## config.mk

```make
export PLATFORM = sky130hd
export DESIGN_NAME = rrv_calc
export DESIGN_NICKNAME = d
export VERILOG_FILES = /design/src/rtl/rrv_pkg.sv /design/src/rtl/rrv_term_map.sv /design/src/rtl/rrv_tally.sv /design/src/rtl/rrv_side_scan.sv /design/src/rtl/rrv_calc.sv
export SDC_FILE = /design/constraint.sdc
export NUM_CORES = 1
export LEC_CHECK = 0
export CAP_MARGIN = 20
export CORE_MARGIN = 1.5
export CORE_UTILIZATION = 58
export CTS_BUF_LIST = sky130_fd_sc_hd__clkbuf_4
export CTS_CLUSTER_DIAMETER = 150
export CTS_CLUSTER_SIZE = 24
export DETAILED_ROUTE_END_ITERATION = 10
export GPL_TIMING_DRIVEN = 1
export PLACE_DENSITY = 0.89
export SYNTH_ARGS = -nofsm -noshare
export SYNTH_HDL_FRONTEND = slang
export SYNTH_SLANG_ARGS = --single-unit
```

## constraint.sdc

```tcl
create_clock -name clk -period 7.1 [get_ports clk]
set_clock_uncertainty 0.2 [all_clocks]
set_input_delay 1.065 -clock clk [delete_from_list [all_inputs] [get_ports clk]]
set_output_delay 1.065 -clock clk [all_outputs]
set_load 0.05 [all_outputs]
```

## src/rtl/rrv_pkg.sv

```systemverilog
package rrv_pkg;

  typedef enum logic [2:0] {
    ERR_NONE  = 3'd0,
    ERR_DUP   = 3'd1,
    ERR_SELF  = 3'd2,
    ERR_CAP   = 3'd3,
    ERR_RANGE = 3'd4
  } rrv_err_e;

  // Slot of unordered side pair (lo, hi), lo < hi, in lexicographic order.
  function automatic int pair_slot(input int lo, input int hi, input int sides);
    return lo * (2 * sides - lo - 1) / 2 + (hi - lo - 1);
  endfunction

endpackage

```

## src/rtl/rrv_term_map.sv

```systemverilog
module rrv_term_map #(
  parameter int NSIDE = 4,
  parameter int NPORT = 2,
  parameter int SW    = 2,
  parameter int PW    = 1
) (
  input  logic          clk,
  input  logic          rst_n,
  input  logic          clear,
  input  logic          set_en,
  input  logic [SW-1:0] a_side,
  input  logic [PW-1:0] a_port,
  input  logic [SW-1:0] b_side,
  input  logic [PW-1:0] b_port,
  output logic          a_used,
  output logic          b_used
);

  localparam int NTERM = NSIDE * NPORT;
  localparam int TW    = (NTERM > 1) ? $clog2(NTERM) : 1;

  logic [NTERM-1:0] used_q, used_d;
  logic [TW-1:0]    a_ix, b_ix;
  logic             upd;

  assign a_ix   = TW'(int'(a_side) * NPORT + int'(a_port));
  assign b_ix   = TW'(int'(b_side) * NPORT + int'(b_port));
  assign a_used = used_q[a_ix];
  assign b_used = used_q[b_ix];
  assign upd    = clear | set_en;

  always_comb begin
    used_d = used_q;
    if (clear) begin
      used_d = '0;
    end else if (set_en) begin
      used_d[a_ix] = 1'b1;
      used_d[b_ix] = 1'b1;
    end
  end

  always_ff @(posedge clk or negedge rst_n) begin
    if (!rst_n)   used_q <= '0;
    else if (upd) used_q <= used_d;
  end

  // both endpoints of an accepted pair are recorded as taken
  p_mark_r7: assert property (@(posedge clk) disable iff (!rst_n)
    (set_en && !clear) |=> (used_q[$past(a_ix)] && used_q[$past(b_ix)]));

endmodule

```

## src/rtl/rrv_tally.sv

```systemverilog
module rrv_tally
  import rrv_pkg::*;
#(
  parameter int NSIDE = 4,
  parameter int SW    = 2,
  parameter int CW    = 3
) (
  input  logic                      clk,
  input  logic                      rst_n,
  input  logic                      clear,
  input  logic                      inc_en,
  input  logic [SW-1:0]             a_side,
  input  logic [SW-1:0]             b_side,
  output logic [NSIDE*(NSIDE-1)/2*CW-1:0] rrv_flat,
  output logic [NSIDE*CW-1:0]       same_flat
);

  localparam int NPAIR = NSIDE * (NSIDE - 1) / 2;
  localparam int SLW   = (NPAIR > 1) ? $clog2(NPAIR) : 1;

  logic [NPAIR-1:0][CW-1:0] rrv_q, rrv_d;
  logic [NSIDE-1:0][CW-1:0] same_q, same_d;
  logic [SW-1:0]            lo, hi;
  logic [SLW-1:0]           slot_ix;
  logic                     upd;

  assign lo        = (a_side < b_side) ? a_side : b_side;
  assign hi        = (a_side < b_side) ? b_side : a_side;
  assign slot_ix   = SLW'(pair_slot(int'(lo), int'(hi), NSIDE));
  assign upd       = clear | inc_en;
  assign rrv_flat  = rrv_q;
  assign same_flat = same_q;

  always_comb begin
    rrv_d  = rrv_q;
    same_d = same_q;
    if (clear) begin
      rrv_d  = '0;
      same_d = '0;
    end else if (inc_en) begin
      if (a_side == b_side) same_d[a_side] = same_q[a_side] + CW'(1);
      else                  rrv_d[slot_ix] = rrv_q[slot_ix] + CW'(1);
    end
  end

  always_ff @(posedge clk or negedge rst_n) begin
    if (!rst_n) begin
      rrv_q  <= '0;
      same_q <= '0;
    end else if (upd) begin
      rrv_q  <= rrv_d;
      same_q <= same_d;
    end
  end

  int total;
  always_comb begin
    total = 0;
    for (int e = 0; e < NPAIR; e++) total = total + int'(rrv_q[e]);
    for (int j = 0; j < NSIDE; j++) total = total + int'(same_q[j]);
  end

  // clear empties every counter
  p_clear_r2: assert property (@(posedge clk) disable iff (!rst_n)
    clear |=> (total == 0));
  // one pair adds at most one count
  p_step_r3: assert property (@(posedge clk) disable iff (!rst_n)
    !clear |=> (total == $past(total) || total == $past(total) + 1));

endmodule

```

## src/rtl/rrv_side_scan.sv

```systemverilog
module rrv_side_scan
  import rrv_pkg::*;
#(
  parameter int NSIDE = 4,
  parameter int SW    = 2,
  parameter int CW    = 3,
  parameter int MCAP  = 2
) (
  input  logic                            clk,
  input  logic                            rst_n,
  input  logic                            clear,
  input  logic                            go,
  input  logic [NSIDE*(NSIDE-1)/2*CW-1:0] rrv_flat,
  output logic                            done_o,
  output logic                            over_o
);

  localparam int LW = CW + $clog2(NSIDE);

  logic          busy_q, busy_d;
  logic [SW-1:0] idx_q, idx_d;
  logic          acc_q, acc_d;
  logic          done_q, done_d;
  logic          over_q, over_d;
  logic [LW-1:0] load;
  logic          side_over;

  always_comb begin
    load = '0;
    for (int i = 0; i < NSIDE; i++) begin
      for (int k = i + 1; k < NSIDE; k++) begin
        if (i == int'(idx_q) || k == int'(idx_q))
          load = load + LW'(rrv_flat[pair_slot(i, k, NSIDE)*CW +: CW]);
      end
    end
  end

  assign side_over = (load > LW'(MCAP));

  always_comb begin
    busy_d = busy_q;
    idx_d  = idx_q;
    acc_d  = acc_q;
    over_d = over_q;
    done_d = 1'b0;
    if (clear) begin
      busy_d = 1'b0;
      idx_d  = '0;
      acc_d  = 1'b0;
      over_d = 1'b0;
    end else if (go) begin
      busy_d = 1'b1;
      idx_d  = '0;
      acc_d  = 1'b0;
      over_d = 1'b0;
    end else if (busy_q) begin
      acc_d = acc_q | side_over;
      if (int'(idx_q) == NSIDE - 1) begin
        busy_d = 1'b0;
        done_d = 1'b1;
        over_d = acc_q | side_over;
      end else begin
        idx_d = idx_q + SW'(1);
      end
    end
  end

  always_ff @(posedge clk or negedge rst_n) begin
    if (!rst_n) begin
      busy_q <= 1'b0;
      idx_q  <= '0;
      acc_q  <= 1'b0;
      done_q <= 1'b0;
      over_q <= 1'b0;
    end else begin
      busy_q <= busy_d;
      idx_q  <= idx_d;
      acc_q  <= acc_d;
      done_q <= done_d;
      over_q <= over_d;
    end
  end

  assign done_o = done_q;
  assign over_o = over_q;

  // completion is a single-cycle pulse
  p_done_pulse_r5: assert property (@(posedge clk) disable iff (!rst_n)
    done_q |=> !done_q);
  // the walk advances one side per cycle
  p_walk_r5: assert property (@(posedge clk) disable iff (!rst_n)
    (busy_q && !clear && !go && int'(idx_q) != NSIDE - 1)
      |=> (busy_q && idx_q == $past(idx_q) + SW'(1)));

endmodule

```

## src/rtl/rrv_calc.sv

```systemverilog
module rrv_calc
  import rrv_pkg::*;
#(
  parameter int NSIDE = 4,
  parameter int NPORT = 2,
  parameter int MCAP  = 2,
  localparam int SW    = $clog2(NSIDE),
  localparam int PW    = (NPORT > 1) ? $clog2(NPORT) : 1,
  localparam int NPAIR = NSIDE * (NSIDE - 1) / 2,
  localparam int CW    = $clog2(NSIDE * NPORT / 2 + 1)
) (
  input  logic                  clk,
  input  logic                  rst_n,
  input  logic                  start_i,
  input  logic                  pair_valid_i,
  input  logic                  pair_last_i,
  input  logic [SW-1:0]         a_side_i,
  input  logic [PW-1:0]         a_port_i,
  input  logic [SW-1:0]         b_side_i,
  input  logic [PW-1:0]         b_port_i,
  output logic [NPAIR*CW-1:0]   rrv_o,
  output logic [NSIDE*CW-1:0]   same_o,
  output logic                  done_o,
  output logic                  admissible_o,
  output logic [2:0]            err_o
);

  logic     open_q, open_d;
  rrv_err_e err_q, err_d, pair_code, status;
  logic     take, go, pair_ok;
  logic     range_bad, self_bad, dup_bad;
  logic     a_used, b_used, over;

  assign take = open_q & pair_valid_i & ~start_i;
  assign go   = take & pair_last_i;

  assign range_bad = (int'(a_side_i) >= NSIDE) || (int'(b_side_i) >= NSIDE) ||
                     (int'(a_port_i) >= NPORT) || (int'(b_port_i) >= NPORT);
  assign self_bad  = (a_side_i == b_side_i) && (a_port_i == b_port_i);
  assign dup_bad   = a_used | b_used;

  always_comb begin
    if (range_bad)     pair_code = ERR_RANGE;
    else if (self_bad) pair_code = ERR_SELF;
    else if (dup_bad)  pair_code = ERR_DUP;
    else               pair_code = ERR_NONE;
  end

  assign pair_ok = take & (pair_code == ERR_NONE);

  always_comb begin
    open_d = open_q;
    err_d  = err_q;
    if (start_i) begin
      open_d = 1'b1;
      err_d  = ERR_NONE;
    end else if (take) begin
      if (pair_last_i) open_d = 1'b0;
      if (err_q == ERR_NONE && pair_code != ERR_NONE) err_d = pair_code;
    end
  end

  always_ff @(posedge clk or negedge rst_n) begin
    if (!rst_n) begin
      open_q <= 1'b0;
      err_q  <= ERR_NONE;
    end else if (start_i || take) begin
      open_q <= open_d;
      err_q  <= err_d;
    end
  end

  rrv_term_map #(.NSIDE(NSIDE), .NPORT(NPORT), .SW(SW), .PW(PW)) u_map (
    .clk    (clk),
    .rst_n  (rst_n),
    .clear  (start_i),
    .set_en (pair_ok),
    .a_side (a_side_i),
    .a_port (a_port_i),
    .b_side (b_side_i),
    .b_port (b_port_i),
    .a_used (a_used),
    .b_used (b_used)
  );

  rrv_tally #(.NSIDE(NSIDE), .SW(SW), .CW(CW)) u_tally (
    .clk       (clk),
    .rst_n     (rst_n),
    .clear     (start_i),
    .inc_en    (pair_ok),
    .a_side    (a_side_i),
    .b_side    (b_side_i),
    .rrv_flat  (rrv_o),
    .same_flat (same_o)
  );

  rrv_side_scan #(.NSIDE(NSIDE), .SW(SW), .CW(CW), .MCAP(MCAP)) u_scan (
    .clk      (clk),
    .rst_n    (rst_n),
    .clear    (start_i),
    .go       (go),
    .rrv_flat (rrv_o),
    .done_o   (done_o),
    .over_o   (over)
  );

  assign status       = (err_q != ERR_NONE) ? err_q : (over ? ERR_CAP : ERR_NONE);
  assign err_o        = status;
  assign admissible_o = (status == ERR_NONE);

  // a recorded input error persists until start
  p_err_sticky_r10: assert property (@(posedge clk) disable iff (!rst_n)
    (err_q != ERR_NONE && !start_i) |=> (err_q == $past(err_q)));
  // no count moves while no assignment is open
  p_closed_r11: assert property (@(posedge clk) disable iff (!rst_n)
    (!open_q && !start_i) |=> (rrv_o == $past(rrv_o) && same_o == $past(same_o)));
  // no completion right after the last pair
  p_go_r5: assert property (@(posedge clk) disable iff (!rst_n)
    go |=> !done_o);
  // a self pair never passes as accepted
  p_self_r8: assert property (@(posedge clk) disable iff (!rst_n)
    (take && !range_bad && self_bad) |-> !pair_ok);

endmodule

```

# After elaboration in Yosys (flattened, before gate mapping)
# Cells that the tools add are included.
# classes
n_eq_ne	8
bitwise	11
reduce_logical	33
muxes	63
n_shift	0
n_div	0
order_cmp	10
n_addsub	16
mul	1
# ops
cell	n
$mux 18	3
$mux 12	3
$mul 3x32->32	1
$sub 32x2->32 const B	1
$mux 3	10
$mux 5	5
$mux 1	23
$add 5x3->5	4
$bwmux 18	1
$mux 8	2
$or 8x8->8	2
$mux 2	7
$bwmux 12	1
$lt 3x4->1 const B	3
$reduce_and 3->1	4
$reduce_bool 3->1	4
$reduce_bool 2->1	5
$add 3x1->3	3
$bmux 3 s3	1
$demux 3 s3	1
$ge 3x1->1 const B	3
$logic_not 3->1	3
$logic_or 1x1->1	7
$add 3x1->3 const B	2
27 further kinds	43
# totals
inputBits	11
out_inout_bits	35
latch_bits	0
memories	0
rom_bits	0
regBits	48
mem_bits_rw	0
word_cells	160

# Logic depth before layout (Yosys ltp)
# Gate-level depths: netlist of run 1.
# logic_depth
depth_word	19
depth_mapped	27
ltp_nobuf	27

# Modules after synthesis
# From an unflattened synthesis of run 1, not the netlist that was laid out.
# hier_totals
hier_cells	395
area_unflattened_um2	3703.6
# modules_own_cells
module	instances	seq_area_each_um2	area_each_um2	cells_each
rrv_tally	1	750.7	1714.1	160
rrv_side_scan	1	150.1	1258.7	157
rrv_term_map	1	200.2	515.5	53
rrv_calc	1	75.1	215.2	25

# Worst setup path after synthesis of run 1
# Ideal clock, no wire load.
# synth_timing
path_kind	input -> register
start	in a_side_i[0]
end	reg u_tally.rrv_q, in the netlist u_tally.rrv_flat[5]
required_time_ns	6.780
t_arrival_ns	5.292
path_buffers	2
stages	18
slack_ns	1.488
path_cell_list	buf_1 > inv_1 > ha_1 > o21bai_1 > o21ai_0 > fa_1 > inv_1 > fa_1 > xor2_1 > xnor2_1 > clkbuf_1 > nor2_1 > a311o_1 > a21oi_1 > ha_1 > xor2_1 > nor2_1 > a31o_1
# synth_via
elab_chain_len	16
word_cells_on_any_way	37
# synth_rtl
item	line	rtl
start, declared	rrv_calc.sv:17	input logic [SW-1:0] a_side_i,
parallel branches: the longest is 16 deep, another holds $sub 32x2->32	--	
end signal, assigned	rrv_tally.sv:51	rrv_q <= rrv_d;
end, declared	rrv_tally.sv:21	logic [NPAIR-1:0][CW-1:0] rrv_q, rrv_d;
# Several ways; the timed one is not identified. The select of a mux whose other input is x is not followed.
# A chain may end at the register's enable or synchronous reset.

# Final worst setup path of run 1
# layout_timing
start	reg u_scan.idx_q[0]
end	reg u_scan.acc_q
# layout_via
elab_chain_len	18
word_cells_on_any_way	26
# layout_rtl
item	line	rtl
start, declared	rrv_side_scan.sv:21	logic [SW-1:0] idx_q, idx_d;
start signal, assigned	rrv_side_scan.sv:77	idx_q <= idx_d;
$eq 2x2->1 / $logic_not 2->1 (equally long branches)	rrv_side_scan.sv:32	if (i == int'(idx_q) || k == int'(idx_q))
$logic_or 1x1->1	rrv_side_scan.sv:32	
$mux 3	rrv_side_scan.sv:32	
$add 3x3->4	rrv_side_scan.sv:33	load = load + LW'(rrv_flat[pair_slot(i, k, NSIDE)*CW +: CW]);
$mux 5	rrv_side_scan.sv:32	
$add 5x3->5	rrv_side_scan.sv:33	
$mux 5	rrv_side_scan.sv:32	
$add 5x3->5	rrv_side_scan.sv:33	
[... 2 more ...]	--	
$mux 5	rrv_side_scan.sv:32	
$add 5x3->5	rrv_side_scan.sv:33	
$mux 5 *	rrv_side_scan.sv:32	
$gt 5x2->1 *	rrv_side_scan.sv:38	assign side_over = (load > LW'(MCAP));
$or 1x1->1 *	rrv_side_scan.sv:57	acc_d = acc_q | side_over;
$mux 1 *	rrv_side_scan.sv:56	end else if (busy_q) begin
$mux 1 *	rrv_side_scan.sv:51	end else if (go) begin
$mux 1 *	rrv_side_scan.sv:46	if (clear) begin
end signal, assigned	rrv_side_scan.sv:72	acc_q <= 1'b0;
end signal, assigned	rrv_side_scan.sv:78	acc_q <= acc_d;
end, declared	rrv_side_scan.sv:22	logic acc_q, acc_d;
# Mark *: on every way between the ends. The rest lies on a longest branch, timed or not. The select of a mux whose other input is x is not followed.

==> run_results.csv, run 1 <==
group,metric,value,unit
run_status,outcome,"finished, final reports clean",
global_routing,overflow,0,
timing,layout_setup_ws,0.721,ns
worst_setup_path,rr_endpoint,"u_scan.acc_q",
worst_setup_path,start_kind,"flop",
timing,finalCriticalPeriod,6.38,ns
placed_design,place_worst_setup_slack,0.675,ns
synthesis,synthTopCellsByCount,"dfrtp_1, nand2_1, inv_1, nor2_1, ha_1",
detailed_routing,drt_wl_total,8640,microns
synthesis,synth.net_count,439,
timing,setup_viol,0,
placed_design,dp_hpwl,6340,microns
worst_setup_path,r2r_slack,0.72,ns
die,ios,46,
power,p_leak,0.00179,uW
detailed_routing,ant_nets,0,
cts,clk_pin_slew,0.13,ns
worst_setup_path,reg2regPathDepth,25,
run,maxCapViolCount,0,
cts,post-cts-setup-buffers,0,
global_routing,grt_usage,27.7,%
global_routing,grt_pass1_wl,14300,microns
synthesis,yosys_most_used_dff,"dfrtp_1",
layout,nets,471,
synthesis,synth_largest_area_cell,"dfrtp_1",
synthesis,ys_seq_area_share,32.3,%
timing,fin_setup_tns,0,ns
layout,area_delta_synth_final,14.6,%
timing,hold_viol_final,0,
synthesis,ys_top_cells_by_area,"dfrtp_1, ha_1, mux2i_1, nand2_1, mux4_2",
cts,ctsRootBufferMaster,"clkbuf_4",
timing,timing.hold.ws,0.323,ns
timing,fmax,0.157,GHz
timing,rsz0062_at_grt,"false",
global_routing,antenna_found_initial,0,
power,vdd_drop_max,137,uV
synthesis,synth_warnings,0,
worst_setup_path,crit_type,"flop to flop",
cts,cts_resized,0,
synthesis,async_flop_share,100,%
detailed_routing,avgViaCountPerCell,6.28,
detailed_routing,drt_iter0_markers,207,
die,die_w,82.3,microns
die,fp.dieH,82.3,microns
power,power_density,146,mW/mm^2
timing,relSlewSlack,36.1,%
synthesis,netlist_instances,394,
timing,period_share,89.9,%
die,start_util,60.9,%
synthesis,avgSynthCellArea,9.25,sq um
die,core-area,0.00599,sq mm
timing,drv_slew,0,
placed_design,portBuffers,44,
worst_setup_path,path_buf_inv,6,
placed_design,place_congestion,0.895,
timing,worst_pin_slew,0.957,ns
cts,cts_tree,"built",
worst_setup_path,slowest_delay,0.47,ns
synthesis,netlist.area_leader.share,32.3,%
worst_setup_path,worstSetupEndpointType,"flop",
worst_setup_path,path_max_fanout,5,
layout,layout-drive-gt1-share,7.73,%
synthesis,yosysMostFrequentCell,"dfrtp_1",
detailed_routing,drcViolationCount,0,
cts,worstSkewPairLatency,0.36,ns
cts,cts-htree-levels,2,
layout,n_antenna_cell,0,
synthesis,synth-edff-count,0,
global_routing,grt_start_max_net_pins,48,
global_routing,grt_pass1_vias,2914,
worst_setup_path,cp_top_family,"adder cells",
cts,cts_sinks,47,
worst_setup_path,cpMostUsedCell,"inv_1",
cts,hold_buffers,0,
cts,cts.path.max_buffers,2,
worst_setup_path,cp.arrival,6.45,ns
detailed_routing,drtPass1Iterations,5,
synthesis,ys_types,59,
hold_path,hp-class,"primary input to async pin",
cts,numCtsBuffers,5,
layout,fin_util,69.7,%
detailed_routing,vias,3151,
worst_setup_path,regToRegStartpoint,"u_scan.idx_q[0]",
worst_setup_path,worstPathRequired,7.17,ns
synthesis,netlist_area,0.00365,sq mm
die,die_area,0.00677,sq mm
detailed_routing,wl_per_cell,17.2,microns
die,row_count,28,
synthesis,ys_ff_latch,47,
power,total_power,610,uW
worst_setup_path,slowest_stage,"fa_1",
[routing by layer]
metal / global-route usage [%] / wire [microns] / share of wire, %
met5: 0 / 0 / 0
met1: 39.4 / 3850 / 45
met3: 4.40 / 583 / 6.7
met4: 6.95 / 89 / 1.0
met2: 44.3 / 4120 / 48
[cell families after synthesis]
group                      synth area share [%]
and+or+nand+nor                            17.6
xor gates and xnor gates                   3.84
DFF                                        32.3
muxes                                      12.0
buffers and inverters                      5.73
adders and majority gates                  12.9
AOI/OAI and AO/OA                          15.6
other                                     0.103
[worst reg2reg max path: stages, from the launching register on]
cell and delay [ns]:
dfrtp_1 0.45, inv_1 0.09, ha_1 0.30, o21ai_0 0.23, inv_1 0.10, ha_1 0.19, ha_1 0.26, a21oi_1 0.33
fa_1 0.47, nor2b_1 0.15, a21oi_1 0.18, inv_1 0.08, fa_1 0.45, a21oi_1 0.27, inv_1 0.11, fa_1 0.46
o21ai_0 0.35, inv_1 0.12, fa_1 0.44, inv_1 0.07, a21oi_1 0.12, xnor2_1 0.16, o2bb2ai_1 0.13, a22oi_1 0.18
o21ai_0 0.14, a311oi_1 0.27
[registers in the layout, summed over array words and instances, names as in the netlist]
| name | flops |
|---|---|
| u_tally.same_flat | 12 |
| u_scan.done_o | 1 |
| u_scan.idx_q | 2 |
| u_tally.rrv_flat | 18 |
| u_map.used_q | 8 |
| open_q | 1 |
| err_q | 2 |
| u_scan.acc_q | 1 |
| u_scan.over_o | 1 |
| u_scan.busy_q | 1 |
[cells in the final DEF, fill, tap and decap left out, types with 11 or more instances in the layout]
| cell type | Yosys | layout |
|---|---|---|
| a21oi_1 | 15 | 15 |
| clkdlybuf4s50_1 | 0 | 43 |
| dfrtp_1 | 47 | 47 |
| ha_1 | 28 | 28 |
| inv_1 | 30 | 30 |
| mux2i_1 | 22 | 22 |
| nand2_1 | 36 | 36 |
| nand3_1 | 16 | 16 |
| nor2_1 | 30 | 30 |
| o21ai_0 | 12 | 12 |
| o2bb2ai_1 | 11 | 11 |
[worst max-delay path by stage]
| stage | start | end | slack (ns) | depth (start not counted) |
|---|---|---|---|---|
| after global routing | u_scan.idx_q[0] | u_scan.acc_q | 0.26 | 25 |
| after floorplan | a_side_i[0] | u_tally.rrv_flat[5] | 1.49 | 18 |
| after CTS | u_scan.idx_q[0] | u_scan.acc_q | 0.83 | 25 |
| after detailed placement | b_side_i[1] | u_tally.rrv_flat[5] | 0.67 | 17 |
| final | u_scan.idx_q[0] | u_scan.acc_q | 0.72 | 25 |
| after global placement | u_scan.idx_q[0] | u_scan.over_o | 1.02 | 25 |
[power by group]
group | leakage, uW | total, uW | internal [uW] | switching [uW]
clock | 0.0000307 | 122 | 40.7 | 80.9
sequential | 0.000649 | 284 | 275 | 8.81
combinational | 0.00111 | 205 | 74.4 | 130
total | 0.00179 | 610 | 390 | 220
[final cells by class]
| type | instances | area, sq um |
|---|---|---|
| Inverter | 31 | 116 |
| Fill cell | 449 | 1810 |
| Tap cell | 75 | 93.8 |
| Sequential cell | 47 | 1180 |
| Multi-Input combinational cell | 293 | 2260 |
| Timing Repair Buffer | 48 | 478 |
| Clock buffer | 6 | 45.0 |
| Clock inverter | 2 | 7.51 |
[stage by stage]
| stage | area [sq um] | std cells |
|---|---|---|
| global route | 4180 | 502 |
| detailed placement | 4110 | 493 |
| global placement | 4110 | 493 |
| floorplan | 3650 | 394 |
| CTS | 4160 | 501 |
| finish | 4180 | 502 |
Note: power is estimated with default switching activity, not from simulation.
==> run 2: changes to the inputs <==
--- a/config.mk
+++ b/config.mk
@@ -6,7 +6,7 @@
 export NUM_CORES = 1
 export LEC_CHECK = 0
 export CAP_MARGIN = 20
-export CORE_MARGIN = 1.5
+export CORE_MARGIN = 2
 export CORE_UTILIZATION = 58
 export CTS_BUF_LIST = sky130_fd_sc_hd__clkbuf_4
 export CTS_CLUSTER_DIAMETER = 150
==> run_results.csv, run 2 (same netlist as run 1, synthesis figures left out) <==
group,metric,value,unit
cts,ctsRootBufferMaster,"clkbuf_4",
placed_design,place_congestion,0.890,
worst_setup_path,worstSetupEndpointType,"flop",
worst_setup_path,slowest_delay,0.48,ns
global_routing,grt_pass1_wl,14600,microns
timing,fmax,0.156,GHz
worst_setup_path,worstPathRequired,7.17,ns
timing,setup_viol,0,
timing,relSlewSlack,37.1,%
cts,worstSkewPairLatency,0.36,ns
detailed_routing,wl_per_cell,16.9,microns
die,fp.dieH,83.3,microns
layout,n_antenna_cell,0,
timing,finalCriticalPeriod,6.42,ns
cts,clk_pin_slew,0.13,ns
layout,nets,471,
timing,layout_setup_ws,0.681,ns
worst_setup_path,path_max_fanout,5,
cts,numCtsBuffers,5,
timing,hold_viol_final,0,
cts,hold_buffers,0,
layout,final_common_cell,"dfrtp_1",
detailed_routing,vias,3071,
global_routing,overflow,0,
timing,worst_pin_slew,0.943,ns
global_routing,grt_pass1_vias,3039,
cts,cts_resized,0,
die,die_area,0.00694,sq mm
worst_setup_path,cp_top_family,"adder cells",
detailed_routing,ant_nets,0,
cts,cts.path.max_buffers,2,
power,power_density,147,mW/mm^2
placed_design,portBuffers,44,
detailed_routing,drt_wl_total,8500,microns
timing,drv_slew,0,
die,ios,46,
run_status,outcome,"finished, final reports clean",
detailed_routing,avgViaCountPerCell,6.12,
hold_path,hp-class,"flop to flop",
power,seqPwrFrac,46.1,%
power,p_switching,219,uW
cts,cts_sinks,47,
timing,rsz0062_at_grt,"false",
placed_design,place_worst_setup_slack,0.728,ns
worst_setup_path,crit_type,"flop to flop",
die,core-area,0.00599,sq mm
layout,layout-drive-gt1-share,8.20,%
layout,area_delta_synth_final,14.9,%
cts,post-cts-setup-buffers,0,
run,maxCapViolCount,0,
worst_setup_path,cpMostUsedCell,"inv_1",
layout,final_cell_mix,"dfrtp_1, clkdlybuf4s50_1, nand2_1",
cts,cts_tree,"built",
timing,period_share,90.4,%
power,pwr-share-comb,33.3,%
worst_setup_path,path_buf_inv,6,
global_routing,grt_start_max_net_pins,48,
global_routing,antenna_found_initial,0,
worst_setup_path,cp.arrival,6.49,ns
power,p_leak,0.00180,uW
detailed_routing,drt_iter0_markers,197,
power,vdd_drop_max,185,uV
detailed_routing,drcViolationCount,0,
cts,cts-htree-levels,2,
power,internal-power,396,uW
die,die_w,83.3,microns
worst_setup_path,start_kind,"flop",
placed_design,dp_hpwl,6390,microns
die,start_util,60.9,%
layout,largest_register_ffs,18,
die,row_count,28,
timing,fin_setup_tns,0,ns
timing,timing.hold.ws,0.322,ns
worst_setup_path,slowest_stage,"fa_1",
power,switching_share,35.6,%
detailed_routing,drtPass1Iterations,5,
power,p_clk_share,20.6,%
global_routing,grt_usage,25.4,%
run 2: final timing paths:
check                                 from                   to  slack, ns  depth (start not counted)
max reg2reg                u_scan.idx_q[0]         u_scan.acc_q       0.68                         25
max                        u_scan.idx_q[0]         u_scan.acc_q       0.68                         25
min reg2reg                  u_scan.busy_q         u_scan.acc_q       0.32                          1
min in group asynchronous            rst_n      u_map.used_q[0]       0.48                          1
min                          u_scan.busy_q         u_scan.acc_q       0.32                          1
max in group asynchronous            rst_n  u_tally.rrv_flat[0]       5.70                          2
run 2: layout make-up:
type / count / area [sq um]
repair buffers: 48 / 485
clock buffers: 7 / 52.6
fillers: 445 / 1800
multi-input cells: 293 / 2260
clock inverters: 1 / 5.00
inverters: 31 / 116
well taps: 75 / 93.8
flip-flops and latches: 47 / 1180
run 2: stage by stage:
stage / utilization (%) / total power (uW) / cell area [sq um] / cells
after floorplan: - / 432 / 3650 / 394
after global placement: 68.5 / 482 / 4110 / 493
after detailed placement: 68.5 / 490 / 4110 / 493
after CTS: 69.5 / 617 / 4160 / 501
after global routing: 69.9 / 654 / 4190 / 502
final: 69.9 / 616 / 4190 / 502
run 2: power groups by stage:
| stage | Clock [uW] | Combinational [uW] | Sequential (uW) |
|---|---|---|---|
| floorplan | 0 | 135 | 297 |
| global placement | 0 | 193 | 289 |
| detailed placement | 0 | 202 | 289 |
| CTS | 131 | 203 | 284 |
| global route | 143 | 226 | 285 |
| finish | 127 | 205 | 284 |
run 2: layer usage:
layer	global-route usage, %	wire [microns]	vias to the layer above
li1	-	-	1469
met3	4.27	553	21
met5	0	0	-
met4	5.81	165	0
met2	40.9	4040	110
met1	36.2	3740	1471
